### src/rtl/tmr_pkg.sv
package tmr_pkg;
  typedef enum logic [2:0] {
    MODE_TC       = 3'd0,
    MODE_ONESHOT  = 3'd1,
    MODE_RATE     = 3'd2,
    MODE_SQUARE   = 3'd3,
    MODE_SWSTROBE = 3'd4,
    MODE_HWSTROBE = 3'd5
  } tmrMode_e;

  // strobes from control to datapath
  typedef struct packed {
    logic     progMode;
    tmrMode_e newMode;
    logic     loadLo;
    logic     loadHi;
    logic     latchCmd;
    logic     rdLo;
    logic     rdHi;
    logic     clkFall;
    logic     gateRise;
  } tmrStb_t;
endpackage

### src/rtl/tmr_ctrl.sv
module tmr_ctrl
  import tmr_pkg::*;
#(
  parameter int BYTE_W = 8
) (
  input  logic              clk,
  input  logic              rst_n,
  input  logic              busAddr,
  input  logic              busWr,
  input  logic              busRd,
  input  logic [BYTE_W-1:1] ctrlBits,
  input  logic              tmrClk,
  input  logic              tmrGate,
  output tmrStb_t           stb,
  output tmrMode_e          curMode
);
  localparam int SEL_HI = BYTE_W - 1;
  localparam int ACC_HI = BYTE_W - 3;

  logic     clkQ, gateQ, wrPtrQ, rdPtrQ;
  tmrMode_e modeQ;
  logic     ctrlWr, cntWr, cntRd, selOk;
  logic [1:0] accField;
  logic [2:0] modeField;
  tmrMode_e mappedMode;

  always_comb begin
    ctrlWr    = busWr && busAddr;
    cntWr     = busWr && !busAddr;
    cntRd     = busRd && !busAddr;
    selOk     = (ctrlBits[SEL_HI -: 2] == 2'b00);
    accField  = ctrlBits[ACC_HI -: 2];
    modeField = ctrlBits[3:1];
    // codes 6 and 7 alias the periodic behaviours 2 and 3
    mappedMode = modeField[1] ? tmrMode_e'({1'b0, modeField[1:0]})
                              : tmrMode_e'(modeField);
  end

  always_comb begin
    stb.progMode = ctrlWr && selOk && (accField == 2'b11);
    stb.newMode  = mappedMode;
    stb.latchCmd = ctrlWr && selOk && (accField == 2'b00);
    stb.loadLo   = cntWr && !wrPtrQ;
    stb.loadHi   = cntWr && wrPtrQ;
    stb.rdLo     = cntRd && !rdPtrQ;
    stb.rdHi     = cntRd && rdPtrQ;
    stb.clkFall  = clkQ && !tmrClk;
    stb.gateRise = !gateQ && tmrGate;
  end

  always_ff @(posedge clk) begin
    if (!rst_n) begin
      clkQ   <= 1'b0;
      gateQ  <= 1'b0;
      wrPtrQ <= 1'b0;
      rdPtrQ <= 1'b0;
      modeQ  <= MODE_TC;
    end else begin
      clkQ  <= tmrClk;
      gateQ <= tmrGate;
      if (stb.progMode) begin
        modeQ  <= mappedMode;
        wrPtrQ <= 1'b0;
        rdPtrQ <= 1'b0;
      end else begin
        if (cntWr) wrPtrQ <= !wrPtrQ;
        if (cntRd) rdPtrQ <= !rdPtrQ;
      end
    end
  end

  assign curMode = modeQ;
endmodule

### src/rtl/tmr_dp.sv
module tmr_dp
  import tmr_pkg::*;
#(
  parameter int BYTE_W = 8
) (
  input  logic              clk,
  input  logic              rst_n,
  input  tmrStb_t           stb,
  input  tmrMode_e          curMode,
  input  logic [BYTE_W-1:0] busWrData,
  output logic [BYTE_W-1:0] busRdData,
  output logic              tmrOut,
  output logic [2*BYTE_W-1:0] curCount,
  output logic              running
);
  localparam int CNT_W = 2 * BYTE_W;
  localparam logic [CNT_W-1:0] ONE = CNT_W'(1);
  localparam logic [CNT_W-1:0] TWO = CNT_W'(2);

  logic [CNT_W-1:0]  presetQ, cntQ, latchQ;
  logic [BYTE_W-1:0] loQ, rdQ;
  logic outQ, runQ, armQ, tcQ, latchVldQ;
  logic [CNT_W-1:0] newVal, evenNew, evenPreset, rdSrc;
  logic gateMode, isSquare;

  always_comb begin
    newVal     = {busWrData, loQ};
    evenNew    = {newVal[CNT_W-1:1], 1'b0};
    evenPreset = {presetQ[CNT_W-1:1], 1'b0};
    rdSrc      = latchVldQ ? latchQ : cntQ;
    isSquare   = (curMode == MODE_SQUARE);
    gateMode   = curMode inside {MODE_ONESHOT, MODE_RATE, MODE_SQUARE, MODE_HWSTROBE};
  end

  always_ff @(posedge clk) begin
    if (!rst_n) begin
      presetQ   <= '0;
      cntQ      <= '0;
      latchQ    <= '0;
      loQ       <= '0;
      rdQ       <= '0;
      outQ      <= 1'b1;
      runQ      <= 1'b0;
      armQ      <= 1'b0;
      tcQ       <= 1'b0;
      latchVldQ <= 1'b0;
    end else begin
      if (stb.loadLo) loQ <= busWrData;

      // counter: programming > count write > gate trigger > clock edge
      if (stb.progMode) begin
        presetQ <= '0;
        runQ    <= 1'b0;
        armQ    <= 1'b0;
        tcQ     <= 1'b0;
        outQ    <= (stb.newMode != MODE_TC);
      end else if (stb.loadHi) begin
        presetQ <= newVal;
        armQ    <= 1'b1;
        case (curMode)
          MODE_TC: begin
            cntQ <= newVal; outQ <= 1'b0; runQ <= 1'b1; tcQ <= 1'b0;
          end
          MODE_SWSTROBE: begin
            cntQ <= newVal; outQ <= 1'b1; runQ <= 1'b1; tcQ <= 1'b0;
          end
          MODE_RATE, MODE_SQUARE: begin
            if (!runQ) begin
              cntQ <= isSquare ? evenNew : newVal;
              outQ <= 1'b1;
              runQ <= 1'b1;
            end
          end
          default: ;
        endcase
      end else if (stb.gateRise && armQ && gateMode) begin
        cntQ <= isSquare ? evenPreset : presetQ;
        runQ <= 1'b1;
        tcQ  <= 1'b0;
        outQ <= (curMode != MODE_ONESHOT);
      end else if (stb.clkFall && runQ) begin
        case (curMode)
          MODE_TC, MODE_ONESHOT: begin
            cntQ <= cntQ - ONE;
            if (cntQ == ONE) begin
              outQ <= 1'b1;
              runQ <= 1'b0;
            end
          end
          MODE_RATE: begin
            if (cntQ == ONE) begin
              cntQ <= presetQ;
              outQ <= 1'b1;
            end else begin
              cntQ <= cntQ - ONE;
              outQ <= (cntQ != TWO);
            end
          end
          MODE_SQUARE: begin
            if (cntQ == TWO) begin
              cntQ <= evenPreset;
              outQ <= !outQ;
            end else begin
              cntQ <= cntQ - TWO;
            end
          end
          default: begin
            if (tcQ) begin
              outQ <= 1'b1;
              runQ <= 1'b0;
              tcQ  <= 1'b0;
            end else begin
              cntQ <= cntQ - ONE;
              if (cntQ == ONE) begin
                outQ <= 1'b0;
                tcQ  <= 1'b1;
              end
            end
          end
        endcase
      end

      if (stb.latchCmd && !latchVldQ) begin
        latchQ    <= cntQ;
        latchVldQ <= 1'b1;
      end else if (stb.rdHi) begin
        latchVldQ <= 1'b0;
      end

      if (stb.rdLo)      rdQ <= rdSrc[BYTE_W-1:0];
      else if (stb.rdHi) rdQ <= rdSrc[CNT_W-1:BYTE_W];
    end
  end

  assign busRdData = rdQ;
  assign tmrOut    = outQ;
  assign curCount  = cntQ;
  assign running   = runQ;
endmodule

### src/rtl/tmr_channel.sv
module tmr_channel
  import tmr_pkg::*;
#(
  parameter int BYTE_W = 8
) (
  input  logic              clk,
  input  logic              rst_n,
  input  logic              busAddr,
  input  logic              busWr,
  input  logic              busRd,
  input  logic [BYTE_W-1:0] busWrData,
  output logic [BYTE_W-1:0] busRdData,
  input  logic              tmrClk,
  input  logic              tmrGate,
  output logic              tmrOut
);
  tmrStb_t  stb;
  tmrMode_e curMode;
  logic [2*BYTE_W-1:0] curCount;
  logic running;

  tmr_ctrl #(.BYTE_W(BYTE_W)) u_ctrl (
    .clk(clk), .rst_n(rst_n), .busAddr(busAddr), .busWr(busWr),
    .busRd(busRd), .ctrlBits(busWrData[BYTE_W-1:1]), .tmrClk(tmrClk),
    .tmrGate(tmrGate), .stb(stb), .curMode(curMode)
  );

  tmr_dp #(.BYTE_W(BYTE_W)) u_dp (
    .clk(clk), .rst_n(rst_n), .stb(stb), .curMode(curMode),
    .busWrData(busWrData), .busRdData(busRdData), .tmrOut(tmrOut),
    .curCount(curCount), .running(running)
  );
endmodule

### config.mk
export PLATFORM = sky130hd
export DESIGN_NAME = tmr_channel
export DESIGN_NICKNAME = d
export VERILOG_FILES = /design/src/rtl/tmr_pkg.sv /design/src/rtl/tmr_ctrl.sv /design/src/rtl/tmr_dp.sv /design/src/rtl/tmr_channel.sv
export SDC_FILE = /design/constraint.sdc
export NUM_CORES = 1
export LEC_CHECK = 0
export CAP_MARGIN = 10
export CELL_PAD_IN_SITES_DETAIL_PLACEMENT = 0
export CELL_PAD_IN_SITES_GLOBAL_PLACEMENT = 1
export CORE_MARGIN = 2
export CORE_UTILIZATION = 48
export CTS_BUF_LIST = sky130_fd_sc_hd__clkbuf_8 sky130_fd_sc_hd__clkbuf_16
export DETAILED_ROUTE_END_ITERATION = 7
export DONT_BUFFER_PORTS = 1
export GPL_TIMING_DRIVEN = 0
export PLACE_DENSITY_LB_ADDON = 0.1
export SLEW_MARGIN = 40
export SYNTH_ARGS = -nofsm -noshare
export SYNTH_HDL_FRONTEND = slang
export SYNTH_HIERARCHICAL = 1
export SYNTH_SLANG_ARGS = --single-unit
### constraint.sdc
create_clock -name clk -period 3 [get_ports clk]
set_input_delay 0.45 -clock clk [delete_from_list [all_inputs] [get_ports clk]]
set_output_delay 0.45 -clock clk [all_outputs]
set_load 0.1 [all_outputs]
# ---- Word-level counts from Yosys, hierarchy flattened
# Cells that the tools add are included.
dict set report totals {
  ff_bits 76
  in_bits 15
  word_cells 127
}
dict set report classes {
  add_sub_neg 2
  n_eq_ne 22
  mux 42
  bitwise_logic 2
  n_reduce_logical 44
}
# op n
set ops {}
lappend ops {{two-way mux 16 bit} 8}
lappend ops {{one-hot mux 16 bit (3 select lines)} 1}
lappend ops {{one-hot mux 16 bit (2 select lines)} 1}
lappend ops {{two-way mux 1 bit} 26}
lappend ops {{== test 16 x 1 -> 1 bit, second input constant} 1}
lappend ops {{== test 16 x 2 -> 1 bit, second input constant} 1}
lappend ops {{logical AND 1 bit} 16}
lappend ops {{two-way mux 8 bit} 2}
lappend ops {{inequality test 16 x 2 -> 1 bit, second input constant} 1}
lappend ops {{subtractor 16 x 1 -> 16 bit, second input constant} 1}
lappend ops {{subtractor 16 x 2 -> 16 bit, second input constant} 1}
lappend ops {{nonzero test 4 bit} 3}
lappend ops {{AND reduction 5 bit} 2}
lappend ops {{inequality test 3 x 1 -> 1 bit, second input constant} 3}
lappend ops {{OR reduction 2 bit} 4}
lappend ops {{OR reduction 4 bit} 2}
lappend ops {{zero test 1 bit} 7}
lappend ops {{nonzero test 7 bit} 1}
lappend ops {{== test 3 x 2 -> 1 bit, second input constant} 2}
lappend ops {{== test 3 bit, second input constant} 2}
lappend ops {{inequality test 3 bit, second input constant} 2}
lappend ops {{inequality test 6 bit, second input constant} 1}
lappend ops {{one-hot mux 1 bit (3 select lines)} 2}
lappend ops {{AND reduction 6 bit} 1}
lappend ops {{other kinds (16)} 21}

# ---- Depth between registers and ports, before layout
# Gate-level depths: netlist of run 1.
dict set report depth {
  depth_word 8
  depth_mapped 10
  mapped_depth_nobuf 8
}

# ---- Modules after synthesis
# Netlist of run 1, hierarchy kept.
# mod n_inst cells_per_inst area_per_inst_um2 seq_area_each_um2
set by_module_without_submodules {}
lappend by_module_without_submodules {tmr_dp 1 515 4127.7 1381.3}
lappend by_module_without_submodules {tmr_ctrl 1 38 364.1 140.1}

# ---- Least setup slack after synthesis of run 1
# No wires, ideal clock.
dict set report synth_timing {
  path_type {input port to flip-flop}
  from {input port busAddr}
  to {register u_dp.cntQ[9] (netlist: u_dp/curCount[9])}
  setup_ns 0.117
  arrival_ns 2.139
  t_required_ns 2.883
  slack_ns 0.744
  path_stages 9
  path_cell_list {and2b_1 > and2_1 > clkbuf_1 > o21a_1 > a21oi_2 > o31ai_1 > and2_1 > a31o_2 > a32o_1}
}
# element line_no
set synth_rtl {}
lappend synth_rtl {{from (decl)} tmr_channel.sv:8} ;# input logic busAddr,
lappend synth_rtl {{to (signal assigned)} tmr_dp.sv:69} ;# cntQ <= isSquare ? evenNew : newVal;
lappend synth_rtl {{to (signal assigned)} tmr_dp.sv:77} ;# cntQ <= isSquare ? evenPreset : presetQ;
lappend synth_rtl {{to (signal assigned)} tmr_dp.sv:84} ;# cntQ <= cntQ - ONE;
lappend synth_rtl {{to (decl)} tmr_dp.sv:20} ;# logic [CNT_W-1:0] presetQ, cntQ, latchQ;

# ---- Worst setup path after layout of run 1
dict set report layout_timing {
  from {register u_dp.cntQ[11] (netlist: u_dp/curCount[11])}
  to {register u_dp.cntQ[11] (netlist: u_dp/curCount[11])}
}
dict set report layout_via {
  elab_chain_len 6
  word_cells_on_any_way 11
  classes_between {2 x add/sub; 2 x eq/ne; 7 x mux}
}
# element line_no
set layout_rtl {}
lappend layout_rtl {{subtractor 16 x 1 -> 16 bit, or another cell as far along} {tmr_dp.sv:84, tmr_dp.sv:95, tmr_dp.sv:113}}
lappend layout_rtl {{two-way mux 16 bit, on equally long branches} {tmr_dp.sv:108, tmr_dp.sv:91, tmr_dp.sv:100}}
lappend layout_rtl {{one-hot mux 16 bit (3 select lines) *} tmr_dp.sv:82} ;# case (curMode)
lappend layout_rtl {{two-way mux 16 bit *} tmr_dp.sv:81} ;# end else if (stb.clkFall && runQ) begin
lappend layout_rtl {{two-way mux 16 bit *} tmr_dp.sv:76} ;# end else if (stb.gateRise && armQ && gateMode) begin
lappend layout_rtl {{two-way mux 16 bit *} tmr_dp.sv:57} ;# end else if (stb.loadHi) begin
# Mark *: on every way between the ends. The rest lies on a longest branch, timed or not. The select of a mux whose other input is x is not followed.
# A chain may end at the register's enable or synchronous reset.

==> results of run 1 <==
worst max-delay path, delay by kind of cell (launching register included):
kind,cells,cell delay (ns)
AO/OA/AOI/OAI,4,0.81
buffers and inverters,2,0.54
flip-flops,1,0.31
AND/OR/NAND/NOR,2,0.98
layout make-up:
cell class	instances	area [µm²]	share of cell area
clock buffer	9	124	0.0256
inverter	6	22.5	0.00466
multi-input combinational	423	2730	0.566
sequential	76	1530	0.317
buffer	48	223	0.0461
tap	111	139	0.0288
clock inverter	6	57.6	0.0119
state kept, by name, indices dropped and copies added (netlist names):
| register | cells |
|---|---|
| u_dp/armQ | 1 |
| u_ctrl/gateQ | 1 |
| u_ctrl/curMode | 3 |
| u_dp/busRdData | 8 |
| u_dp/loQ | 8 |
| u_ctrl/wrPtrQ | 1 |
| u_ctrl/rdPtrQ | 1 |
| u_dp/presetQ | 16 |
| u_dp/latchQ | 16 |
| u_dp/running | 1 |
| u_dp/tcQ | 1 |
| u_dp/tmrOut | 1 |
| u_dp/curCount | 16 |
| u_ctrl/clkQ | 1 |
| u_dp/latchVldQ | 1 |
cell families (layout without fill, tap and decap cells):
logic type / count (synthesis) / count (layout) / share of synthesized area
AO/OA/AOI/OAI: 152 / 152 / 0.244
XOR/XNOR: 10 / 10 / 0.0195
adder cells (fa/ha/maj): 5 / 5 / 0.0139
buffers and inverters: 54 / 69 / 0.0543
flip-flops: 76 / 76 / 0.339
multiplexers: 37 / 37 / 0.0825
AND/OR/NAND/NOR: 219 / 219 / 0.247
synthesized netlist by cell type, types with 7 or more instances:
master / number / share of area
nor3_1: 9 / 0.010
mux2i_1: 37 / 0.082
dfxtp_1: 76 / 0.34
and2_1: 7 / 0.0097
a31oi_1: 7 / 0.0097
nand3_1: 13 / 0.014
nor2b_1: 15 / 0.021
o211a_1: 8 / 0.018
o21ai_0: 18 / 0.020
a21oi_1: 29 / 0.032
clkbuf_1: 28 / 0.023
nor2_1: 46 / 0.038
o211ai_1: 8 / 0.013
nand2_1: 85 / 0.071
buf_2: 8 / 0.0089
a21boi_0: 21 / 0.035
per-layer routing:
layer	share of wire	wire length, µm
met1	0.45	6040
met5	0	0
met2	0.46	6190
met3	0.061	819
met4	0.024	316
through the flow:
stage	total power [µW]	cell area [µm²]	util	hold WS [ns]
2_1_floorplan	1570	4490	-	0.431
3_3_place_gp	1680	4630	0.506	0.443
3_5_place_dp	1680	4650	0.508	0.456
4_1_cts	2430	4830	0.528	0.206
5_1_grt	2550	4830	0.528	0.203
6_report	2430	4830	0.528	0.219
power by group:
group,switching (µW),leakage (µW),total [µW],internal (µW)
logic,316,0.00103,533,216
registers,98.4,0.000619,1140,1050
clock network,375,0.000100,749,374
total,790,0.00175,2430,1640
cell usage in the layout, fill, tap and decap left out, types with 8 or more instances in the layout:
cell type | netlist | routed
a21boi_0 | 21 | 21
nand2_1 | 85 | 85
clkbuf_8 | 0 | 9
dfxtp_1 | 76 | 67
o211a_1 | 8 | 8
buf_2 | 8 | 8
nor3_1 | 9 | 9
nor2b_1 | 15 | 15
mux2i_1 | 37 | 37
o211ai_1 | 8 | 8
clkbuf_1 | 28 | 27
a21oi_1 | 29 | 29
nor2_1 | 46 | 46
o21ai_0 | 18 | 18
dfxtp_2 | 0 | 9
nand3_1 | 13 | 13
how the worst max path moves through the flow:
stage,slack (ns),endpoint,startpoint,cells after the start
CTS,0.14,u_dp/curCount[5],u_dp/curCount[0],9
global placement,0.16,u_dp/curCount[9],u_dp/curCount[1],8
detailed placement,0.15,u_dp/curCount[5],u_dp/curCount[0],9
floorplan,0.74,u_dp/curCount[9],busAddr,9
global route,0.11,u_dp/curCount[8],u_dp/curCount[8],8
finish,0.23,u_dp/curCount[11],u_dp/curCount[11],8
==> metrics.md, run 1 <==
| Metric | Value |
|---|---|
| Filler instances | `916` |
| Setup WS pre-CTS | `0.149 ns` |
| Final-stage net count | `584` |
| Initial core utilization | `0.491` |
| Hold_sp | `tmrGate` |
| Met2 usage | `0.443` |
| TritonCTS clock tree | `done` |
| # hold bufs at CTS | `0` |
| Diodes inserted | `0` |
| Synth-to-Final Area Change | `7.52%` |
| Syn_nets | `573` |
| PwrDens | `502 nW/µm²` |
| Leak | `0.00175 µW` |
| Largest net degree at the start of global routing | `13` |
| Share of layout cells above drive strength 1 | `0.102` |
| FF-to-FF End | `u_dp/curCount[11]` |
| Post-route ant nets | `0` |
| Via count of the first global-routing pass | `3913` |
| Gr usage total | `0.277` |
| Worst path arrival time | `3.00 ns` |
| GRT met3 Usage | `0.0361` |
| Max cap viols | `0` |
| Startpoint Class | `register` |
| Clock Skews | `0.0139 ns` |
| Critical Path, Cell by Cell | `clkbuf_2 -> nor4_4 -> a41oi_1 -> nor2_1 -> buf_2 -> o22ai_1 -> a222oi_1 -> o21ai_0` |
| Hold Path Class | `input pin to register` |
| Die ar. | `10100 µm²` |
| Clk sinks | `76` |
| Longest Clk Path Bufs | `2` |
| Final worst path period share | `0.924` |
| Setup TNS | `0 ns` |
| Vias per inst | `6.11` |
| Width of the die | `101 µm` |
| CP Capture Type | `register` |
| Buffers on Ports | `0` |
| CP max-delay cell | `nor4_4` |
| DP Wirelength | `10000 µm` |
| Reg2reg start | `u_dp/curCount[11]` |
| Critical Path RT | `3.23 ns` |
| Grt ovf | `0` |
| Top_reg_cell synth | `dfxtp_1` |
| Core footprint | `9150 µm²` |
| Post-Syn Area | `4490 µm²` |
| Slew Limit Fails | `0` |
| # Post-CTS Setup Buffers | `0` |
| Hold Path Depth | `1` |
| Num rows | `35` |
| Min cycle time layout | `2.77 ns` |
| First-pass GRT wire length | `21600 µm` |
| Slew margin rel. | `0.518` |
| Worst-skew pair later-pin latency | `0.35 ns` |
| 1st-pass router iterations | `5` |
| R2r worst-path depth | `8` |
| DRC | `0` |
| Worst reg-to-reg setup slack | `0.23 ns` |
| M1 GR Usage | `0.383` |
| F_max | `0.361 GHz` |
| FF+latch count, synth | `76` |
| Cts repair resizes | `0` |
| Die height | `101 µm` |
| I/O pin count | `24` |
| CTS buffer count | `9` |
| Worst stage delay on the critical path | `0.57 ns` |
| Drt initial violations | `373` |
| Final wirelength | `13400 µm` |
| Measured slew at the worst slew-check pin | `0.723 ns` |
| GRT busiest layer | `met2` |
| Fin worst setup slack | `0.229 ns` |
| RD Place Congestion | `0.922` |
| Worst-path clk slew | `0.08 ns` |
| Avg WL per Cell | `19.7 µm` |
| Synth cell types | `71` |
| Hold path endpoint | `u_ctrl/gateQ` |
| DP Cell Count | `664` |
| Final setup viols | `0` |
| VDD IR max | `0.241 mV` |
| Crit path max fanout | `10` |
| H-tree levels | `3` |
| Antenna violations before repair | `0` |
| RSZ-0062 raised after global routing | `no` |
| Final Hold Violating Endpoints | `0` |
| Root Driver | `clkbuf_8` |
| Syn avg cell area | `8.12 µm²` |
| EDFF count, synth | `0` |
| Vias | `4152` |
| Worst setup path category | `register to register` |
| Yosys warning count | `6` |
| Synth Instances | `553` |
| Seq/Total Area, Yosys | `0.339` |
| Post-synth ARST share | `0` |
| Non-Filler Instances | `679` |
| Outcome | `complete, no violations` |
Power figures use the tool's default switching activity.
==> run 2: changes to the inputs <==
Settings changed: ABC_AREA set to 1, CORE_UTILIZATION 48 to 46.
==> metrics.md, run 2 <==
| Metric | Value |
|---|---|
| Crit path launch | `u_dp/curCount[0]` |
| Longest Clk Path Bufs | `2` |
| R2r worst-path depth | `12` |
| TritonCTS clock tree | `done` |
| Most frequent cells in the layout | `128 x nand2_1, 94 x nor2_1, 85 x a21oi_1` |
| Worst path arrival time | `2.52 ns` |
| DP Wirelength | `10300 µm` |
| Syn avg cell area | `6.71 µm²` |
| Synth Instances | `669` |
| Post-route ant nets | `0` |
| Leak | `0.00214 µW` |
| Vias per inst | `5.32` |
| Critical Path RT | `3.26 ns` |
| Max cap viols | `0` |
| Via count of the first global-routing pass | `3971` |
| Gr usage total | `0.268` |
| Crit path max fanout | `8` |
| FF-to-FF End | `u_dp/tmrOut` |
| Setup TNS | `0 ns` |
| Num rows | `36` |
| # hold bufs at CTS | `0` |
| EDFF count, synth | `0` |
| Root Driver | `clkbuf_8` |
| Post-synth ARST share | `0` |
| First-pass GRT wire length | `21200 µm` |
| Worst-skew pair later-pin latency | `0.36 ns` |
| Post-Syn Area | `4490 µm²` |
| Final worst path period share | `0.752` |
| Most common cell in the netlist | `nand2_1` |
| Outcome | `complete, no violations` |
| Final setup viols | `0` |
| Worst Setup EP | `u_dp/tmrOut` |
| Width of the die | `103 µm` |
| Drt initial violations | `309` |
| VDD IR max | `0.286 mV` |
| CP Capture Type | `register` |
| Final-stage net count | `700` |
| Synth area leader | `dfxtp_1` |
| GRT met3 Usage | `0.0529` |
| Slew Limit Fails | `0` |
| Filler instances | `1041` |
| Clk sinks | `76` |
| Top_reg_cell synth | `dfxtp_1` |
| Hold_sp | `tmrGate` |
| Largest net degree at the start of global routing | `14` |
| Startpoint Class | `register` |
| Min cycle time layout | `2.26 ns` |
| Seq/Total Area, Yosys | `0.339` |
| Share of layout cells above drive strength 1 | `0.134` |
| Worst-path clk slew | `0.09 ns` |
| Met2 usage | `0.395` |
| F_max | `0.443 GHz` |
| Initial core utilization | `0.466` |
| Slew margin rel. | `0.580` |
| Core footprint | `9640 µm²` |
| I/O pin count | `24` |
| RD Place Congestion | `0.985` |
| Final Hold Violating Endpoints | `0` |
| Worst setup path category | `register to register` |
| Hold Slack | `0.185 ns` |
| FF+latch count, synth | `76` |
| Avg WL per Cell | `16.3 µm` |
| Most common cell after layout, fill and taps aside | `nand2_1` |
| Antenna violations before repair | `0` |
| M1 GR Usage | `0.397` |
| H-tree levels | `3` |
| Vias | `4348` |
| Die height | `103 µm` |
| Commonest cells post-synth | `128 x nand2_1, 94 x nor2_1, 85 x a21oi_1, 76 x dfxtp_1, 64 x inv_1` |
| Yosys warning count | `6` |
| Synth top area share | `0.339` |
| Final wirelength | `13400 µm` |
| CTS buffer count | `9` |
| Clock Skews | `0.00946 ns` |
| Cell area after layout | `4880 µm²` |
| Die ar. | `10600 µm²` |
| GRT busiest layer | `met1` |
| Diodes inserted | `0` |
| RSZ-0062 raised after global routing | `no` |
| Cts repair resizes | `0` |
| Buffers on Ports | `0` |
| Hold Path Class | `input pin to register` |
| Grt ovf | `0` |
| DRC | `0` |
| Syn_nets | `689` |
| Top post-synthesis cells by area | `dfxtp_1 34%, nand2_1 11%, a21oi_1 9.5%` |
| Fin util | `0.506` |
| PwrDens | `473 nW/µm²` |
| Placed inst area | `4670 µm²` |
| Measured slew at the worst slew-check pin | `0.630 ns` |
| Reg2reg start | `u_dp/curCount[0]` |
| Worst reg-to-reg setup slack | `0.74 ns` |
| Synth-to-Final Area Change | `8.73%` |
| 1st-pass router iterations | `5` |
| Synth cell types | `43` |
| # Post-CTS Setup Buffers | `0` |
==> run 2: cell types whose count changed in the layout (fill, tap and decap cells not counted), sizes merged, moves of 15 or more <==
cell,change
inv,+67
nor2,+63
a21oi,+57
nand2,+51
o21ai,+49
mux2i,-37
nand3,+23
a21boi,-20
clkbuf,-18
nor2b,-15
==> run 2: cells by family (layout without fill, tap and decap cells) <==
kind of cell	after synthesis	in the layout	share of synthesized area
and+or+nand+nor	304	304	0.316
AOI/OAI and AO/OA	170	170	0.202
buffers and inverters	98	114	0.0978
DFF	76	76	0.339
xor gates and xnor gates	16	16	0.0312
adders and majority gates	5	5	0.0139
==> run 2: worst min-delay path by stage <==
stage | to | slack [ns] | cells after the start
3_3_place_gp | u_dp/latchQ[15] | 0.44 | 2
3_5_place_dp | u_dp/presetQ[3] | 0.45 | 2
2_1_floorplan | u_dp/latchQ[15] | 0.43 | 2
6_report | u_ctrl/gateQ | 0.19 | 2
4_1_cts | u_ctrl/gateQ | 0.17 | 2
5_1_grt | u_ctrl/gateQ | 0.17 | 2
==> run 2: area by class of cell <==
class / instances / area [µm²] / area share
sequential: 76 / 1530 / 0.314
inverter: 73 / 279 / 0.0572
multi-input combinational: 495 / 2530 / 0.518
tap: 133 / 166 / 0.0341
clock inverter: 7 / 90.1 / 0.0185
buffer: 25 / 160 / 0.0328
clock buffer: 9 / 124 / 0.0254
==> run 2: metal layers <==
metal	vias to the layer above	share of wire
met5	-	0
met4	0	0.014
met3	15	0.070
met2	141	0.43
met1	1985	0.49
li1	2207	-
==> run 2: power by group <==
group / leakage (µW) / switching, µW / total (µW) / internal (µW)
registers: 0.000620 / 33.7 / 1070 / 1030
clock network: 0.000111 / 402 / 868 / 466
logic: 0.00141 / 245 / 373 / 127
total: 0.00214 / 682 / 2310 / 1630
==> run 2: worst max-delay path: stages, from the launching register on <==
cell	delay (ns)
dfxtp_1	0.54
inv_1	0.24
ha_1	0.28
nand2_1	0.08
nor2_2	0.06
a21oi_2	0.39
nand2_2	0.15
inv_2	0.15
nor2_2	0.04
nand2_1	0.07
nand2_1	0.05
nand2_1	0.06
nand2_1	0.04
==> run 2: per-stage QoR <==
stage / cells / power, µW / setup WS [ns]
global route: 818 / 2430 / 0.557
finish: 818 / 2310 / 0.743
floorplan: 669 / 1370 / 1.18
CTS: 818 / 2330 / 0.733
detailed placement: 802 / 1460 / 0.748
global placement: 802 / 1450 / 0.749
